**config.mk**
```make
export PLATFORM = sky130hd
export DESIGN_NAME = llsc_monitor
export DESIGN_NICKNAME = d
export VERILOG_FILES = /design/src/rtl/llsc_pkg.sv /design/src/rtl/llsc_wordmem.sv /design/src/rtl/llsc_resv.sv /design/src/rtl/llsc_monitor.sv
export SDC_FILE = /design/constraint.sdc
export NUM_CORES = 1
export LEC_CHECK = 0
export CORE_UTILIZATION = 61
export CTS_BUF_LIST = sky130_fd_sc_hd__clkbuf_16
export DETAILED_ROUTE_END_ITERATION = 12
export GPL_ROUTABILITY_DRIVEN = 0
export PLACE_DENSITY_LB_ADDON = 0.25
export SYNTH_ARGS = -nofsm -noshare
export SYNTH_HDL_FRONTEND = slang
export SYNTH_SLANG_ARGS = --single-unit
```
**constraint.sdc**
```tcl
create_clock -name clk -period 5.85 [get_ports clk]
set_input_delay 0.585 -clock clk [delete_from_list [all_inputs] [get_ports clk]]
set_output_delay 0.585 -clock clk [all_outputs]
set_load 0.05 [all_outputs]
```
**src/rtl/llsc_pkg.sv**
```systemverilog
// Shared types for the reservation monitor.
// Assumes a two-bit request opcode coming from the core.
package llsc_pkg;
    typedef enum logic [1:0] {
        OP_LOAD   = 2'b00,
        OP_LOAD_B = 2'b01,
        OP_LINK   = 2'b10,
        OP_COND   = 2'b11
    } llsc_op_e;
endpackage

```
**src/rtl/llsc_wordmem.sv**
```systemverilog
// Small word memory: one write port, one asynchronous read port.
// Every word resets to zero. The caller guarantees one writer per cycle.
module llsc_wordmem #(
    parameter int DW    = 32,
    parameter int DEPTH = 16,
    localparam int AW   = $clog2(DEPTH)
) (
    input  logic          clk,
    input  logic          rst_n,
    input  logic          we,
    input  logic [AW-1:0] waddr,
    input  logic [DW-1:0] wdata,
    input  logic [AW-1:0] raddr,
    output logic [DW-1:0] rdata
);
    logic [DW-1:0] words [DEPTH];

    genvar g;
    generate
        for (g = 0; g < DEPTH; g++) begin : g_word
            // Each word: clear on reset, load on a write to its own index.
            always_ff @(posedge clk) begin
                if (!rst_n)
                    words[g] <= '0;
                else if (we && (waddr == AW'(g)))
                    words[g] <= wdata;
            end
        end
    endgenerate

    // Combinational read of the addressed word.
    assign rdata = words[raddr];
endmodule

```
**src/rtl/llsc_resv.sv**
```systemverilog
// Reservation state: lock flag, reserved line and forward-progress counter.
// Event priority, highest first: kill, link, conditional, snoop hit, then
// a countdown of the guard.
module llsc_resv #(
    parameter int LW = 2,
    parameter int GW = 4
) (
    input  logic          clk,
    input  logic          rst_n,
    input  logic          kill,
    input  logic          link_set,
    input  logic [LW-1:0] link_line,
    input  logic [GW-1:0] guard_load,
    input  logic          cond_done,
    input  logic          snp_fire,
    input  logic [LW-1:0] snp_line,
    output logic          flag,
    output logic [LW-1:0] line,
    output logic          guard_busy,
    output logic          snp_stall
);
    logic [GW-1:0] guard_cnt;
    logic          snp_hit;

    // A snoop targets the live reservation.
    assign snp_hit    = flag && (snp_line == line);
    assign guard_busy = (guard_cnt != '0);
    // A conflicting snoop is held while the guard runs.
    assign snp_stall  = snp_hit && guard_busy;

    // Update the flag, line and guard counter on each event.
    always_ff @(posedge clk) begin
        if (!rst_n) begin
            flag      <= 1'b0;
            line      <= '0;
            guard_cnt <= '0;
        end else if (kill) begin
            flag      <= 1'b0;
            guard_cnt <= '0;
        end else if (link_set) begin
            flag      <= 1'b1;
            line      <= link_line;
            guard_cnt <= guard_load;
        end else if (cond_done || (snp_fire && snp_hit)) begin
            flag      <= 1'b0;
            guard_cnt <= '0;
        end else if (guard_busy) begin
            guard_cnt <= guard_cnt - 1'b1;
        end
    end
endmodule

```
**src/rtl/llsc_monitor.sv**
```systemverilog
// Top of the reservation monitor. The core request has priority over the
// snoop port for the memory, and responses come one cycle after requests.
// A store-conditional checks only the lock flag, not its own address.
module llsc_monitor #(
    parameter int DW    = 32,
    parameter int DEPTH = 16,
    parameter int OFFW  = 2,
    parameter int GW    = 4,
    localparam int AW   = $clog2(DEPTH),
    localparam int LW   = AW - OFFW
) (
    input  logic          clk,
    input  logic          rst_n,
    input  logic          req_valid,
    input  logic [1:0]    req_op,
    input  logic [AW-1:0] req_addr,
    input  logic [DW-1:0] req_wdata,
    input  logic [GW-1:0] guard_cycles,
    output logic          rsp_valid,
    output logic [DW-1:0] rsp_rdata,
    output logic          rsp_sc_ok,
    input  logic          snp_valid,
    input  logic [AW-1:0] snp_addr,
    input  logic [DW-1:0] snp_wdata,
    output logic          snp_ready,
    input  logic          resv_kill
);
    import llsc_pkg::*;

    llsc_op_e      op;
    logic          is_link, is_cond, cond_ok, snp_fire;
    logic          resv_flag, guard_busy, snp_stall;
    logic [LW-1:0] resv_line;
    logic          mem_we;
    logic [AW-1:0] mem_waddr;
    logic [DW-1:0] mem_wdata, mem_rdata;

    // Decode the request.
    assign op      = llsc_op_e'(req_op);
    assign is_link = req_valid && (op == OP_LINK);
    assign is_cond = req_valid && (op == OP_COND);
    assign cond_ok = is_cond && resv_flag && !resv_kill;

    // The snoop is accepted only when the core is idle and the guard allows it.
    assign snp_ready = !req_valid && !snp_stall;
    assign snp_fire  = snp_valid && snp_ready;

    // Choose the single memory writer.
    always_comb begin
        mem_we    = cond_ok || snp_fire;
        mem_waddr = cond_ok ? req_addr  : snp_addr;
        mem_wdata = cond_ok ? req_wdata : snp_wdata;
    end

    llsc_wordmem #(.DW(DW), .DEPTH(DEPTH)) u_mem (
        .clk   (clk),
        .rst_n (rst_n),
        .we    (mem_we),
        .waddr (mem_waddr),
        .wdata (mem_wdata),
        .raddr (req_addr),
        .rdata (mem_rdata)
    );

    llsc_resv #(.LW(LW), .GW(GW)) u_resv (
        .clk        (clk),
        .rst_n      (rst_n),
        .kill       (resv_kill),
        .link_set   (is_link),
        .link_line  (req_addr[AW-1:OFFW]),
        .guard_load (guard_cycles),
        .cond_done  (is_cond),
        .snp_fire   (snp_fire),
        .snp_line   (snp_addr[AW-1:OFFW]),
        .flag       (resv_flag),
        .line       (resv_line),
        .guard_busy (guard_busy),
        .snp_stall  (snp_stall)
    );

    // Register the response of each request.
    always_ff @(posedge clk) begin
        if (!rst_n) begin
            rsp_valid <= 1'b0;
            rsp_rdata <= '0;
            rsp_sc_ok <= 1'b0;
        end else begin
            rsp_valid <= req_valid;
            rsp_rdata <= is_cond ? '0 : mem_rdata;
            rsp_sc_ok <= cond_ok;
        end
    end
endmodule

```
==> reports/summary.txt <==
Max Slew Vio Count: 0
Hold-fix buffers, CTS: 0
Worst EP arrival: 4070 ps
aggregate global-route resource usage: 0.351
RSZ-0062 raised after global routing: no
Power Density: 294 nW/um^2
Hold Path Origin: u_resv.guard_cnt[1]$_SDFFE_PP0P_
Max Cap Viol: 0
Yosys top cell by area: edfxtp_1
CP max FO: 130
WL final: 74900 um
worst hold path depth: 2
Die X-Extent: 208 um
routed vias/inst: 7.20
maximum VDD drop: 0.253 mV
Port-buffer cells: 117
required time of the critical path: 6190 ps
Post-synth top cells: edfxtp_1 (512), nor2_1 (427), a31oi_1 (129), and4_1 (129), mux4_2 (128)
number of DRC markers in iteration 0: 2863
core area: 41200 um^2
outcome: finished, final reports clean
die area: 43100 um^2
post-synth top area share: 0.597
Initial Utilization: 0.625
FF-to-FF End: u_mem.words[13][2]$_SDFFCE_PN0P_
synth top area cells: edfxtp_1 (60%), mux4_2 (11%), nor2_1 (6.2%)
I/O pin total: 118
Yosys Warn Count: 0
Fin Setup TNS: 0 ps
clk_lat worst skew: 620 ps
final hold vios: 0
worst r2r path cells: 6
sequential power share: 0.520
Primary FF master, synth: edfxtp_1
detailed placer's ending HPWL: 43300 um
Final #Nets: 1996
CTS tree: built
vias in the first global route: 17966
gate count of the mapped netlist: 1876
area post-placement: 27600 um^2
Leakage: 10.4 nW
Critical path origin: req_op[0]
worst slew pin tran: 1290 ps
Async SR Flop Fraction: 0
pin count of the biggest net entering global routing: 131
power after layout: 8.59 mW
internal power: 6.54 mW
Psw: 2.05 mW
Clock Pin Slew Worst Setup and Hold Paths: 60 ps
sequential element share of the synthesized area: 0.629
wire per inst: 30.1 um
syn avg cell area: 13.7 um^2
Synth cell types: 43
grt ovf: 0
worst min path class: flip-flop to flip-flop
register-to-register setup slack: 2230 ps
Hold Path End: u_resv.guard_cnt[1]$_SDFFE_PP0P_
row count: 74
WS Path Type: input pin to flip-flop
layout cells sized above 1: 0.144
most numerous cell in the Yosys netlist: edfxtp_1
setup bufs post-CTS: 0
CTS resizes: 0
Switching Share: 0.239
Reg2Reg Launch Point: u_resv.flag$_SDFFE_PP0P_
DRT Pass-1 Iters: 8
synthesized area: 25800 um^2
Remaining DRCs: 0
Yosys reg bits: 553
min cycle time layout: 3730 ps
# setup viols final: 0
Final Skew: 20.2 ps
die height: 208 um
crit path capture type: flip-flop
Root Driver: clkbuf_16
Post-Syn Nets: 1960
area delta synth->final: 13.6%
CP Launch Type: input pin
initial antenna violation count: 1
first-pass GRT wire length: 111000 um
clk buf depth: 3
Post-synth EDFFs: 512
via count: 17930
Inserted Clock Buffers: 55
clock tree sinks: 553
ANT nets after route: 0
Slew headroom: 0.143
cell area after layout: 29300 um^2
FILL cells: 2643
Tcrit/Tclk final: 0.637
fmax: 0.268 GHz
H-tree depth: 2
Clock Power Share: 0.385
Comb pwr share: 0.095
[worst max-delay path, stage by stage]
cell             delay, ps
clkdlybuf4s50_1        570
and3_2                 300
buf_4                  880
a21oi_1                240
o221ai_4               970
buf_12                 370
nor2_1                  90
[state kept, by name (all words and copies together), names as in the netlist]
register,flops
u_mem.words,512
rsp_rdata,32
u_resv.guard_cnt,4
u_resv.line,2
rsp_sc_ok,1
rsp_valid,1
u_resv.flag,1
[metrics by stage]
| stage | std cells | setup WS [ps] | util | hold WS [ps] |
|---|---|---|---|---|
| 4_1_cts | 2490 | 2250 | 0.710 | 492 |
| 3_5_place_dp | 2387 | 1620 | 0.670 | 483 |
| 3_3_place_gp | 2387 | 1700 | 0.670 | 472 |
| 6_report | 2491 | 2120 | 0.710 | 493 |
| 5_1_grt | 2490 | 1950 | 0.710 | 526 |
| 2_1_floorplan | 1876 | 1390 | - | 454 |
[final cells by class]
| type | count | area [um^2] | area share |
|---|---|---|---|
| Tap cell | 532 | 666 | 0.0227 |
| Sequential cell | 553 | 16200 | 0.553 |
| Timing Repair Buffer | 165 | 1610 | 0.0549 |
| Antenna cell | 1 | 2.50 | 0.0000855 |
| Clock buffer | 55 | 1380 | 0.0470 |
| Multi-Input combinational cell | 1132 | 9110 | 0.311 |
| Clock inverter | 48 | 282 | 0.00962 |
| Inverter | 5 | 21.3 | 0.000727 |
[placed cells by master, fill, tap and decap left out, types with 5 or more instances in the layout]
cell and n:
clkdlybuf4s50_1 114, nor2_1 425, buf_12 6, buf_4 42, clkbuf_16 55, nand2_1 5
clkinv_1 17, mux2i_1 101, a31oi_1 129, nor3_1 8, nand3_1 5, and4_1 129
o22ai_1 33, and3_1 5, dfxtp_1 41, edfxtp_1 512, a21oi_1 96, o31ai_4 16
mux4_2 128, inv_1 28
[worst max-delay path by stage]
stage,end,cells after the start
global placement,u_mem.words[14][24]$_SDFFCE_PN0P_,6
detailed placement,u_mem.words[15][31]$_SDFFCE_PN0P_,7
CTS,u_mem.words[15][31]$_SDFFCE_PN0P_,7
finish,u_mem.words[13][2]$_SDFFCE_PN0P_,7
floorplan,u_mem.words[0][0]$_SDFFCE_PN0P_,6
global route,u_mem.words[15][31]$_SDFFCE_PN0P_,7
[power groups by stage]
stage          Clock, mW  Sequential [mW]  Combinational, mW
2_1_floorplan          0             4.60              0.398
3_3_place_gp           0             4.54              0.781
3_5_place_dp           0             4.55              0.790
4_1_cts             3.31             4.47              0.795
5_1_grt             3.44             4.48              0.837
6_report            3.31             4.47              0.812
[routing by layer]
| metal | GRT usage | vias up | wire, um |
|---|---|---|---|
| met5 | 0 | - | 0 |
| li1 | - | 7405 | - |
| met3 | 0.0917 | 273 | 9900 |
| met2 | 0.553 | 1405 | 35000 |
| met1 | 0.470 | 8847 | 27000 |
| met4 | 0.142 | 0 | 3010 |
[cells by family (layout without fill, tap and decap cells)]
kind of cell               Yosys count  after routing  share of synthesized area
xor gates and xnor gates             5              5                    0.00199
DFF                                553            553                      0.629
adders and majority gates            1              1                   0.000486
buffers and inverters              191            273                     0.0314
and+or+nand+nor                    606            606                      0.117
muxes                              231            231                      0.152
other                                0              1                          0
AOI/OAI and AO/OA                  289            289                     0.0682
No activity file was read; power rests on OpenSTA's default activity.
